`src/rtl/i2c_regport.sv`:
```
module i2c_regport #(
  parameter int          NUM_REGS = 16,
  parameter logic [5:0]  ADDR_HI  = 6'b001000
) (
  input  logic clk,
  input  logic rst_n,
  input  logic scl_i,
  input  logic sda_i,
  input  logic addr_sel,
  output logic sda_oe
);
  localparam int PTR_W = $clog2(NUM_REGS);

  typedef enum logic [2:0] {S_IDLE, S_ADDR, S_PTR, S_WDAT, S_RDAT} st_t;

  logic [1:0] scl_sy, sda_sy;
  logic       scl_q, sda_q;
  logic       scl_s, sda_s;

  always_ff @(posedge clk or negedge rst_n)
    if (!rst_n) begin
      scl_sy <= 2'b11;
      sda_sy <= 2'b11;
      scl_q  <= 1'b1;
      sda_q  <= 1'b1;
    end else begin
      scl_sy <= {scl_sy[0], scl_i};
      sda_sy <= {sda_sy[0], sda_i};
      scl_q  <= scl_sy[1];
      sda_q  <= sda_sy[1];
    end

  assign scl_s = scl_sy[1];
  assign sda_s = sda_sy[1];

  logic start_det, stop_det, scl_rise, scl_fall;
  assign start_det = scl_s & scl_q & sda_q & ~sda_s;
  assign stop_det  = scl_s & scl_q & ~sda_q & sda_s;
  assign scl_rise  = scl_s & ~scl_q;
  assign scl_fall  = ~scl_s & scl_q;

  st_t              st;
  logic [3:0]       bitcnt;
  logic [7:0]       shreg;
  logic [PTR_W-1:0] ptr;
  logic             incr, rd;
  logic [7:0]       regs [NUM_REGS];

  logic       addr_hit;
  logic [7:0] rd_byte;
  assign addr_hit = shreg[7:1] == {ADDR_HI, addr_sel};
  assign rd_byte  = regs[ptr];

  always_ff @(posedge clk or negedge rst_n)
    if (!rst_n) begin
      st     <= S_IDLE;
      bitcnt <= '0;
      shreg  <= '0;
      ptr    <= '0;
      incr   <= 1'b0;
      rd     <= 1'b0;
      sda_oe <= 1'b0;
      for (int i = 0; i < NUM_REGS; i++) regs[i] <= '0;
    end else if (start_det) begin
      st     <= S_ADDR;
      bitcnt <= '0;
      sda_oe <= 1'b0;
    end else if (stop_det) begin
      st     <= S_IDLE;
      bitcnt <= '0;
      sda_oe <= 1'b0;
    end else if (st != S_IDLE) begin
      if (scl_rise) begin
        if (bitcnt < 4'd8) begin
          bitcnt <= bitcnt + 4'd1;
          if (st != S_RDAT) shreg <= {shreg[6:0], sda_s};
        end else if (bitcnt == 4'd9 && st == S_RDAT && sda_s) begin
          st <= S_IDLE;
        end
      end else if (scl_fall) begin
        if (bitcnt == 4'd8) begin
          bitcnt <= 4'd9;
          case (st)
            S_ADDR:
              if (addr_hit) begin
                sda_oe <= 1'b1;
                rd     <= shreg[0];
              end else begin
                st <= S_IDLE;
              end
            S_PTR: begin
              sda_oe <= 1'b1;
              ptr    <= shreg[PTR_W-1:0];
              incr   <= shreg[7];
            end
            S_WDAT: begin
              sda_oe     <= 1'b1;
              regs[ptr]  <= shreg;
              if (incr) ptr <= ptr + 1'b1;
            end
            S_RDAT: begin
              sda_oe <= 1'b0;
              if (incr) ptr <= ptr + 1'b1;
            end
            default: ;
          endcase
        end else if (bitcnt == 4'd9) begin
          bitcnt <= '0;
          case (st)
            S_ADDR:  st <= rd ? S_RDAT : S_PTR;
            S_PTR:   st <= S_WDAT;
            default: ;
          endcase
          if ((st == S_ADDR && rd) || st == S_RDAT) begin
            shreg  <= rd_byte;
            sda_oe <= ~rd_byte[7];
          end else begin
            sda_oe <= 1'b0;
          end
        end else if (st == S_RDAT && bitcnt != 4'd0) begin
          shreg  <= {shreg[6:0], 1'b0};
          sda_oe <= ~shreg[6];
        end
      end
    end


  sda_scl_low_chk: assert property (@(posedge clk) disable iff (!rst_n)
    (sda_oe != $past(sda_oe)) |-> !$past(scl_s));


  idle_release_chk: assert property (@(posedge clk) disable iff (!rst_n)
    (st == S_IDLE) |-> !sda_oe);


  restart_frame_chk: assert property (@(posedge clk) disable iff (!rst_n)
    $past(start_det) |-> (st == S_ADDR && bitcnt == 4'd0));


  ptr_step_chk: assert property (@(posedge clk) disable iff (!rst_n)
    ($past(st) != S_PTR && ptr != $past(ptr)) |-> ($past(incr) && ptr == $past(ptr) + 1'b1));


  ack_slot_chk: assert property (@(posedge clk) disable iff (!rst_n)
    (sda_oe && st != S_RDAT) |-> bitcnt == 4'd9);
endmodule

```
`config.mk`:
```
export PLATFORM = sky130hd
export DESIGN_NAME = i2c_regport
export DESIGN_NICKNAME = d
export VERILOG_FILES = /design/src/rtl/i2c_regport.sv
export SDC_FILE = /design/constraint.sdc
export NUM_CORES = 1
export LEC_CHECK = 0
export ABC_AREA = 1
export BUFFER_PORTS_ARGS = -buffer_cell sky130_fd_sc_hd__buf_2
export CELL_PAD_IN_SITES_DETAIL_PLACEMENT = 0
export CELL_PAD_IN_SITES_GLOBAL_PLACEMENT = 1
export CORE_MARGIN = 2
export CORE_UTILIZATION = 48
export CTS_CLUSTER_SIZE = 14
export DETAILED_ROUTE_END_ITERATION = 8
export PLACE_DENSITY = 0.85
export SYNTH_ARGS = -nofsm -noshare
export SYNTH_HDL_FRONTEND = slang
export SYNTH_SLANG_ARGS = --single-unit
export TNS_END_PERCENT = 20
```
`constraint.sdc`:
```
create_clock -name clk -period 2.7 [get_ports clk]
set_input_delay 0.135 -clock clk [delete_from_list [all_inputs] [get_ports clk]]
set_output_delay 0.135 -clock clk [all_outputs]
set_load 0.05 [all_outputs]
```
==> run metrics <==
result of the run finished, final reports clean; class of the tightest hold or removal check in -> async; fraction of final layout cells sized beyond drive strength 1 8.58%; buffer count from post-CTS setup fixing 0; via count of the first global-routing pass about 6200; diode insertion count for antenna repair 0; area growth from synthesis to layout 13.3%; count of yosys warnings during synthesis 0; Most common cell on crit path sky130_fd_sc_hd__nor2_1; count of max-cap constraint violations 0; Final Skew ~0.0053 ns; wire length on met1 ~10000 um; actual transition at the worst max-transition pin around 0.65 ns; global placer's final weighted congestion between 0.8 and 0.9; synth top area cells sky130_fd_sc_hd__dfrtp_1, sky130_fd_sc_hd__nand2_1, sky130_fd_sc_hd__o21ai_0; number of remaining DRC errors 0; RSZ-0062 raised after global routing no; area of the mapped netlist approximately 8000 sq um; maximum frequency from static timing analysis roughly 430 MHz; clock power share between 30% and 40%; number of placed I/O pins 6; Sequential Area between 3000 and 4000 sq um; number of antenna violations at the first check in global routing 0; Post-Route Setup TNS 0 ns; area of the die around 17000 sq um; Leakage Power 4.34 nW; fill cell total of the finished layout 1586; met2 wirelength from detailed routing 9390 um; cell type group with the largest total delay on the critical path simple AND/OR/NAND/NOR gates; internal power contribution approximately 4.7 mW; peak per-stage delay on the critical path 0.39 ns; fin crit share 86.2%; switching part of the total 34.7%; routed length per placed instance 16.1 um; commonest cells in the netlist sky130_fd_sc_hd__nand2_1, sky130_fd_sc_hd__o21ai_0, sky130_fd_sc_hd__dfrtp_1, sky130_fd_sc_hd__inv_1, sky130_fd_sc_hd__nand3_1; routed wl met3 888 um; residual antenna-violating net count after detailed routing 0; row count 46; CTS Buf Count 17; final-report max-slew violation count 0; die width 132 um; setup violation total in the final timing report 0; CTS HTree Levels 4; largest area contributor in the synthesized netlist sky130_fd_sc_hd__dfrtp_1; Setup CP Type reg -> reg; worst slew margin relative to its limit between 50 and 60%; number of synthesized flops with an enable pin 0; type of destination of the critical path register; Die Y-Extent ~130 um; WHS between 0.2 and 0.3 ns; proportion of power drawn by combinational gates between 20 and 30%; DRT Wirelength ~20000 um; Synth Instances around 1000; slowest library cell on the worst path sky130_fd_sc_hd__dfstp_2; Core Box Area approximately 16000 sq um; Final Hold Violating Endpoints 0; via count of the routed design ~6600; final net count between 1000 and 1500; async set or reset register ratio after synthesis 100%; total congestion overflow after global routing 0; wire length of the first global-routing pass about 34000 um; pin count of the biggest net entering global routing 62; post-CTS resize count 0; syn avg cell area between 7 and 8 sq um; post-synth top area share 47.5%; net load switching power 2.52 mW; half-perimeter wire length of the detailed placement result 13300 um; highest metal used met4; Worst EP required ~3.0 ns; buffers plus inverters on the worst setup path 0; flops & latches, synth between 150 and 200; insertion delay to the later sink of the worst-skew pair roughly 0.43 ns; effective utilization at floorplan between 40% and 50%; Synthesized Nets between 1000 and 1500; cells traversed along the worst timing path ha_1, nand2_1, nor2_1, nor2_1, nand3_4, nor2_8, nand2_2, nor2_2, o21ai_0; min cycle time layout 2.33 ns; sequential element share of the synthesized area between 40% and 50%; data arrival time of the worst path roughly 2.6 ns; clock slew seen by the registers of the worst setup and hold paths ~0.060 ns; prevailing post-synth register cell sky130_fd_sc_hd__dfrtp_1; count of input and output buffers 5; first-pass detailed-route iteration total 5; maximum clock insertion buffer count 2; largest fanout of any net on the critical path 16; number of distinct standard cells referenced by the synthesized netlist 31; DR vias/cell 5.21; number of violations reported at the end of detailed-routing iteration 0 roughly 480; most numerous cell in the Yosys netlist sky130_fd_sc_hd__nand2_1; kind of start point of the critical path register; GRT Util Overall between 20% and 30%; Peak supply drop 501 uV; CTS tree yes; pwr/cell area roughly 800 nW/um^2; area used by multi-input combinational logic 3360 sq um; proportion of power drawn by flip-flops and latches a little over a third; sinks on the clock net 156; library cell used as clock root buffer sky130_fd_sc_hd__clkbuf_16; Post-CTS Hold Buffers 3
[through the flow]
| stage | setup WS (ns) | cell area [sq um] | cells | utilization (%) | total power, mW |
|---|---|---|---|---|---|
| final | 0.374 | 8950 | 1276 | 55.9 | 7.26 |
| after global routing | 0.150 | 8950 | 1276 | 55.9 | 7.64 |
| after CTS | 0.369 | 8950 | 1276 | 55.9 | 7.30 |
| after detailed placement | 0.388 | 8240 | 1241 | 51.5 | 4.54 |
| after global placement | 0.426 | 8240 | 1241 | 51.5 | 4.54 |
| after floorplan | 0.759 | 7900 | 1044 | - | 3.82 |
[registers in the layout, summed over array words and instances (netlist names)]
name and flops:
incr 1, st 3, regs 128, sda_sy 2, sda_oe 1, shreg 8
scl_q 1, ptr 4, bitcnt 4, rd 1, scl_sy 2, sda_q 1
[area by class of cell]
cell class / count / share of cell area [%]
sequential: 156 / 43.7
multi-input combinational: 729 / 37.5
clock inverter: 13 / 2.66
timing repair buffer: 37 / 3.68
inverter: 106 / 4.45
clock buffer: 19 / 4.95
tap: 216 / 3.02
[cell families (layout without fill, tap and decap cells)]
family | count (synthesis) | in the layout | synth area share, %
compound gates | 235 | 235 | 15.2
flops | 156 | 156 | 49.5
fa+ha+maj | 10 | 10 | 1.58
buf+inv | 159 | 175 | 7.94
simple gates | 484 | 484 | 25.8
[worst paths after layout]
kind,startpoint,endpoint,slack (ns),cells past startpoint
setup / recovery,scl_sy[1]$_DFF_PN1_,regs[15]$_DFFE_PN0P_,0.37,9
hold / removal,rst_n,regs[35]$_DFFE_PN0P_,0.25,2
setup reg to reg,scl_sy[1]$_DFF_PN1_,regs[15]$_DFFE_PN0P_,0.37,9
hold reg to reg,sda_sy[0]$_DFF_PN1_,sda_sy[1]$_DFF_PN1_,0.36,0
max in group asynchronous,rst_n,regs[116]$_DFFE_PN0P_,1.79,3
min in group clk,addr_sel,rd$_DFFE_PN0P_,0.28,8
[power by group through the flow]
stage | logic [mW] | clock network, mW | registers, mW
global route | 2.16 | 2.90 | 2.58
global placement | 1.94 | 0 | 2.60
finish | 1.96 | 2.75 | 2.56
CTS | 1.95 | 2.79 | 2.56
detailed placement | 1.94 | 0 | 2.60
floorplan | 1.22 | 0 | 2.59
[layer usage]
metal  track usage [%]  vias to the layer above
met4              6.51                        0
met1              35.8                     3140
met5                 0                        -
met3              4.77                       19
li1                  -                     3342
met2              37.8                      142
[cells in the final DEF (no fill, tap or decap), types with 3 or more instances in the layout]
master | Yosys | layout
sky130_fd_sc_hd__buf_4 | 1 | 25
sky130_fd_sc_hd__nand2_2 | 3 | 3
sky130_fd_sc_hd__nor2_4 | 8 | 8
sky130_fd_sc_hd__buf_12 | 0 | 4
sky130_fd_sc_hd__o21ai_0 | 179 | 179
sky130_fd_sc_hd__nand4_1 | 4 | 4
sky130_fd_sc_hd__ha_1 | 10 | 10
sky130_fd_sc_hd__clkinv_4 | 0 | 3
sky130_fd_sc_hd__a21oi_1 | 46 | 46
sky130_fd_sc_hd__nor3_1 | 3 | 3
sky130_fd_sc_hd__bufinv_16 | 0 | 6
sky130_fd_sc_hd__dfstp_2 | 6 | 6
sky130_fd_sc_hd__inv_1 | 103 | 103
sky130_fd_sc_hd__nor2_1 | 51 | 51
sky130_fd_sc_hd__clkinvlp_4 | 0 | 3
sky130_fd_sc_hd__nand2_1 | 347 | 347
sky130_fd_sc_hd__buf_2 | 15 | 4
sky130_fd_sc_hd__dfrtp_1 | 150 | 149
sky130_fd_sc_hd__clkbuf_16 | 0 | 17
sky130_fd_sc_hd__nand3_1 | 61 | 61
sky130_fd_sc_hd__o211ai_1 | 6 | 6
sky130_fd_sc_hd__dlygate4sd3_1 | 0 | 3
[worst register-to-register path: cells and delay by family (launching register included)]
| family | cells | cell delay (ns) |
|---|---|---|
| DFF | 1 | 0.39 |
| and+or+nand+nor | 7 | 1.48 |
| adders and majority gates | 1 | 0.20 |
| AOI/OAI and AO/OA | 1 | 0.13 |
Note: power is estimated with default switching activity, not from simulation.
